--- config.mk ---
export PLATFORM = sky130hd
export DESIGN_NAME = shared_muldiv
export DESIGN_NICKNAME = d
export VERILOG_FILES = /design/src/rtl/muldiv_pkg.sv /design/src/rtl/md_addsub.sv /design/src/rtl/md_negate.sv /design/src/rtl/shared_muldiv.sv
export SDC_FILE = /design/constraint.sdc
export NUM_CORES = 1
export LEC_CHECK = 0
export ABC_CLOCK_PERIOD_IN_PS = 11900
export BUFFER_PORTS_ARGS = -buffer_cell sky130_fd_sc_hd__buf_2
export CAP_MARGIN = 20
export CORE_ASPECT_RATIO = 2
export CORE_MARGIN = 1
export CORE_UTILIZATION = 55
export DETAILED_ROUTE_END_ITERATION = 16
export PLACE_DENSITY = 0.8
export SYNTH_ARGS = -nofsm -noshare
export SYNTH_HDL_FRONTEND = slang
export SYNTH_SLANG_ARGS = --single-unit
--- constraint.sdc ---
create_clock -name clk -period 11.9 [get_ports clk]
set_input_delay 2.38 -clock clk [delete_from_list [all_inputs] [get_ports clk]]
set_output_delay 2.38 -clock clk [all_outputs]
set_load 0.05 [all_outputs]
--- src/rtl/muldiv_pkg.sv ---
package muldiv_pkg;

    typedef enum logic [1:0] {
        MD_IDLE = 2'd0,
        MD_STEP = 2'd1,
        MD_FIX  = 2'd2
    } md_state_e;

endpackage

--- src/rtl/md_addsub.sv ---
module md_addsub #(
    parameter int W = 32
) (
    input  logic [W-1:0] a,
    input  logic [W-1:0] b,
    input  logic         sub,
    output logic [W-1:0] sum,
    output logic         cout
);
    logic [W-1:0] b_eff;

    always_comb begin
        b_eff       = sub ? ~b : b;
        {cout, sum} = {1'b0, a} + {1'b0, b_eff} + {{W{1'b0}}, sub};
    end
endmodule

--- src/rtl/md_negate.sv ---
module md_negate #(
    parameter int W = 32
) (
    input  logic         en,
    input  logic [W-1:0] val,
    output logic [W-1:0] res
);
    always_comb res = en ? (~val + {{(W-1){1'b0}}, 1'b1}) : val;
endmodule

--- src/rtl/shared_muldiv.sv ---
module shared_muldiv
    import muldiv_pkg::*;
#(
    parameter int W = 32
) (
    input  logic         clk,
    input  logic         rst_n,
    input  logic         start,
    input  logic         op_div,
    input  logic         signed_mode,
    input  logic [W-1:0] opa,
    input  logic [W-1:0] opb,
    output logic         busy,
    output logic         done,
    output logic [W-1:0] result_hi,
    output logic [W-1:0] result_lo
);
    localparam int DW = 2 * W;
    localparam int CW = $clog2(W);
    localparam logic [CW-1:0] LAST_STEP = CW'(W - 1);

    typedef struct packed {
        md_state_e       st;
        logic [CW-1:0]   cnt;
        logic [DW-1:0]   acc;     // high: partial product/remainder, low: multiplier/quotient
        logic [W-1:0]    opd;     // multiplicand or divisor magnitude
        logic            is_div;
        logic            neg_lo;  // negate product or quotient
        logic            neg_hi;  // negate remainder
        logic [DW-1:0]   res;
        logic            done;
    } md_regs_t;

    md_regs_t q, d;

    // operand magnitudes
    logic          sgn_a, sgn_b;
    logic [W-1:0]  mag_a, mag_b;

    assign sgn_a = signed_mode & opa[W-1];
    assign sgn_b = signed_mode & opb[W-1];

    md_negate #(.W(W)) u_abs_a (.en(sgn_a), .val(opa), .res(mag_a));
    md_negate #(.W(W)) u_abs_b (.en(sgn_b), .val(opb), .res(mag_b));

    // shared add/subtract path
    logic [W-1:0]  acc_hi, acc_lo, sh_hi;
    logic [W-1:0]  as_a, as_sum;
    logic          as_cout;

    assign acc_hi = q.acc[DW-1:W];
    assign acc_lo = q.acc[W-1:0];
    assign sh_hi  = q.acc[DW-2:W-1];
    assign as_a   = q.is_div ? sh_hi : acc_hi;

    md_addsub #(.W(W)) u_addsub (
        .a   (as_a),
        .b   (q.opd),
        .sub (q.is_div),
        .sum (as_sum),
        .cout(as_cout)
    );

    // sign restoration
    logic [DW-1:0] prod_fix;
    logic [W-1:0]  quot_fix, rem_fix;

    md_negate #(.W(DW)) u_fix_prod (.en(q.neg_lo), .val(q.acc),  .res(prod_fix));
    md_negate #(.W(W))  u_fix_quot (.en(q.neg_lo), .val(acc_lo), .res(quot_fix));
    md_negate #(.W(W))  u_fix_rem  (.en(q.neg_hi), .val(acc_hi), .res(rem_fix));

    logic fits;

    always_comb begin
        d      = q;
        d.done = 1'b0;
        fits   = q.acc[DW-1] | as_cout;
        case (q.st)
            MD_IDLE: begin
                if (start) begin
                    d.st     = MD_STEP;
                    d.cnt    = '0;
                    d.is_div = op_div;
                    if (op_div) begin
                        d.acc    = {{W{1'b0}}, mag_a};
                        d.opd    = mag_b;
                        d.neg_lo = (sgn_a ^ sgn_b) & (opb != '0);
                        d.neg_hi = sgn_a;
                    end else begin
                        d.acc    = {{W{1'b0}}, mag_b};
                        d.opd    = mag_a;
                        d.neg_lo = sgn_a ^ sgn_b;
                        d.neg_hi = 1'b0;
                    end
                end
            end
            MD_STEP: begin
                if (q.is_div) begin
                    d.acc = {(fits ? as_sum : sh_hi), acc_lo[W-2:0], fits};
                end else if (q.acc[0]) begin
                    d.acc = {as_cout, as_sum, acc_lo[W-1:1]};
                end else begin
                    d.acc = {1'b0, q.acc[DW-1:1]};
                end
                d.cnt = q.cnt + 1'b1;
                if (q.cnt == LAST_STEP) d.st = MD_FIX;
            end
            MD_FIX: begin
                d.res  = q.is_div ? {rem_fix, quot_fix} : prod_fix;
                d.done = 1'b1;
                d.st   = MD_IDLE;
            end
            default: d.st = MD_IDLE;
        endcase
    end

    always_ff @(posedge clk) begin
        if (!rst_n) q <= '0;
        else        q <= d;
    end

    assign busy      = (q.st != MD_IDLE);
    assign done      = q.done;
    assign result_hi = q.res[DW-1:W];
    assign result_lo = q.res[W-1:0];
endmodule

==> impl_metrics.py <==
metrics = {
    "outcome": {
        "status": "completed",
    },
    "clock_network": {
        "cts_htree_levels": 4,
        "cts_hold_buffers": 0,
        "post_cts_buffers": 0,
        "clockBufferDepth": 2,
        "clk_latency_ps": 460,
        "cts_made_buffers": 17,
        "cts.repair.resized": 0,
        "cts_tree": "built",
        "cts_root_buf": "clkbuf_16",
        "cts.sink_count": 171,
        "clkTransAtPathRegs_ps": 70,
    },
    "routing": {
        "dr_total_vias": 13721,
        "first_iter_violations": 816,
        "drt_pass1_iterations": 6,
        "wirelength_um": 44700,
        "drtAntennaViolNets": 0,
        "routedWlPerCell_um": 20.9,
        "via_per_inst": 6.41,
        "route.detailed.drc": 0,
    },
    "synth": {
        "yosysWarnings": 0,
        "synth-compound-area-share_pct": 26.5,
        "synth_top_family_by_area": "compound AO/OA/AOI/OAI gates",
        "synth.avg_cell_area_sq_um": 7.49,
        "synth_cells": 1827,
        "synthMuxAreaShare_pct": 6.01,
        "synth-adder-area-share_pct": 3.53,
        "yosysSeqAreaShare_pct": 25.0,
        "ys_seq_elements": 171,
        "syn_nets": 1934,
        "synthArstFlopShare_pct": 0,
        "synth_area_sq_um": 13700,
        "synth_edf_count": 0,
        "synth_simple_gate_area_share_pct": 19.4,
        "synth_flop_cell": "dfxtp_1",
        "yosysUniqueCellTypes": 73,
        "synthXorXnorAreaFrac_pct": 11.3,
    },
    "finish": {
        "area_growth_pct": 6.12,
        "mostFrequentLayoutCell": "nand2_1",
        "layout-drive-gt1-share_pct": 13.5,
        "fin_nets": 1902,
        "diodes": 0,
        "fin_cells": 2140,
        "utilization_pct": 59.4,
        "final_cell_mix": "nand2_1 (183), dfxtp_1 (170), nor2_1 (168), a21oi_1 (161), buf_2 (134)",
    },
    "floorplan": {
        "initial_utilization_pct": 56.0,
        "die_h_um": 225,
        "rows": 81,
        "die-area_sq_um": 25500,
        "io_pins": 135,
        "die_x_um": 114,
        "core_area_sq_um": 24400,
    },
    "critical_path": {
        "r2r_start": "q[67]",
        "crit_required_ps": 12220,
        "critical_path_class": "reg -> reg",
        "worstRegToRegCells": 13,
        "r2r_end": "acc_hi[8]",
        "endpoint_kind": "flop",
        "crit_fanout": 78,
        "arrival_ps": 6050,
        "critical-path-max-stage-delay_ps": 810,
        "crit_slowest_cell": "dfxtp_4",
        "crit_chain": "buf_4, mux2_2, ha_1, nand2_1, o311a_1, nor4_1, o21ai_0, o211ai_1, or4_1, buf_4, mux2_2, a21oi_1, o21ai_0",
        "worstSetupStartpointType": "flop",
        "rrSetupSlack_ps": 6160,
    },
    "sta": {
        "drv_slew": 0,
        "skew_ps": 10.0,
        "fin_crit_sh_pct": 48.2,
        "rsz0062_at_grt": "false",
        "setup_viol": 0,
        "fin_setup_tns_ps": 0,
        "slew-limit-headroom_pct": 33.0,
        "worst_pin_slew_ps": 998,
        "hold_viol": 0,
        "max_freq_ghz": 0.174,
        "period_minus_slack_ps": 5740,
    },
    "worst_hold_path": {
        "worstHoldStart": "result_hi[22]",
        "hold_depth": 2,
        "whs_endpoint": "result_hi[22]",
        "hold_class": "reg -> reg",
    },
    "power": {
        "power.density_cell_area_nw_per_um2": 112,
        "worst_ir_drop_vdd_v": 0.0000926,
        "switchingPower_w": 0.000573,
        "pwr-share-seq_pct": 39.7,
        "clockPowerShare_pct": 34.9,
        "power_leakage_nw": 5.78,
        "p_comb_share_pct": 25.4,
        "intPower_w": 0.00105,
        "sw_frac_of_total_pct": 35.3,
    },
    "placed_design": {
        "place_congestion": 0.954,
        "placement.io_buffers": 134,
        "hpwl_um": 34100,
        "place_inst": 2108,
    },
    "flow_run": {
        "maxCapViolCount": 0,
    },
    "global_routing": {
        "grt_max_degree": 113,
        "grt.total_usage_pct": 35.3,
        "grt_pass1_wl_um": 69700,
        "grt-ovfl-total": 0,
        "grt_antenna_before_repair": 0,
        "grt_pass1_vias": 13199,
    },
}
==> power groups by stage <==
| stage | Clock [W] | Combinational (W) | Sequential [W] |
|---|---|---|---|
| final | 0.000565 | 0.000413 | 0.000644 |
| after global routing | 0.000588 | 0.000446 | 0.000646 |
| after CTS | 0.000566 | 0.000403 | 0.000642 |
| after detailed placement | 0 | 0.000401 | 0.000655 |
| after global placement | 0 | 0.000395 | 0.000654 |
| after floorplan | 0 | 0.000299 | 0.000628 |
==> logic make-up after synthesis <==
logic type                 after synthesis
xor gates and xnor gates               176
and+or+nand+nor                        567
adders and majority gates               38
muxes                                   78
DFF                                    171
buffers and inverters                  233
AOI/OAI and AO/OA                      564
==> area by class of cell <==
cell class                 instances  area, sq um
multi-input combinational       1423         9150
timing repair buffer             156          836
sequential                       171         3430
inverter                          26         97.6
tap                              332          415
fill                            2274         9910
clock buffer                      20          457
clock inverter                    12          131
==> Yosys cell counts (4+ instances only) <==
master | number | area share, %
o22ai_1 | 5 | 0.23
nor2b_1 | 21 | 0.96
mux2i_1 | 45 | 3.3
o211a_1 | 6 | 0.44
ha_1 | 37 | 3.4
nand4_1 | 10 | 0.46
o31ai_1 | 33 | 1.8
dfxtp_1 | 171 | 25
nor3_1 | 28 | 1.0
o41ai_1 | 15 | 0.96
mux2_2 | 33 | 2.7
a21o_1 | 14 | 0.77
a31oi_1 | 10 | 0.46
o21ai_0 | 128 | 4.7
inv_1 | 26 | 0.71
o211ai_1 | 22 | 1.2
and3_1 | 12 | 0.55
a21boi_0 | 4 | 0.22
or4_1 | 12 | 0.66
xor2_1 | 108 | 6.9
a32o_1 | 4 | 0.29
and2_1 | 7 | 0.32
a311oi_1 | 6 | 0.38
a22o_1 | 7 | 0.45
nand3_1 | 48 | 1.8
buf_1 | 17 | 0.47
o21a_1 | 11 | 0.60
a221oi_1 | 8 | 0.51
nor4_1 | 19 | 0.87
buf_4 | 65 | 3.6
or2_2 | 6 | 0.27
or3_1 | 19 | 0.87
a211oi_1 | 89 | 4.9
nand2_1 | 184 | 5.0
nand2b_1 | 14 | 0.64
xnor2_1 | 68 | 4.4
clkbuf_1 | 122 | 3.3
o221ai_1 | 8 | 0.51
a21oi_1 | 161 | 5.9
nor2_1 | 168 | 4.6
==> stage by stage <==
step	worst slack [ps]	hold WS [ps]	area (sq um)	power, W
after floorplan	6880	432	13700	0.000927
after global placement	6450	439	13900	0.00105
after detailed placement	6340	443	13900	0.00106
after CTS	6300	453	14500	0.00161
after global routing	5920	467	14500	0.00168
final	6160	452	14500	0.00162
==> critical path, delay by kind of cell (launching register included) <==
family / cells / cell delay (ps)
compound gates: 5 / 1320
fa+ha+maj: 1 / 380
buf+inv: 2 / 1090
flops: 1 / 810
mux: 2 / 790
simple gates: 3 / 1140
==> registers in the layout, summed over array words and instances (netlist names) <==
| signal | flops |
|---|---|
| done | 1 |
| q | 42 |
| result_hi | 32 |
| acc_hi | 32 |
| result_lo | 32 |
| acc_lo | 32 |
==> routing by layer <==
layer / up-vias / GRT usage, % / routed length [um]
met4: 0 / 33.1 / 4450
met1: 6455 / 33.6 / 15000
met2: 575 / 63.9 / 23100
met3: 219 / 5.22 / 2090
met5: - / 0 / 0
li1: 6472 / - / -
==> how the worst max path moves through the flow <==
stage / start / endpoint / slack [ps] / cells past startpoint
final: q[67] / acc_hi[8] / 6160 / 13
after global routing: q[67] / acc_hi[4] / 5920 / 13
after CTS: q[67] / acc_hi[8] / 6300 / 13
after detailed placement: q[67] / acc_hi[4] / 6340 / 13
after global placement: q[67] / acc_hi[8] / 6450 / 13
after floorplan: q[67] / acc_hi[17] / 6880 / 17
Power figures use the tool's default switching activity.
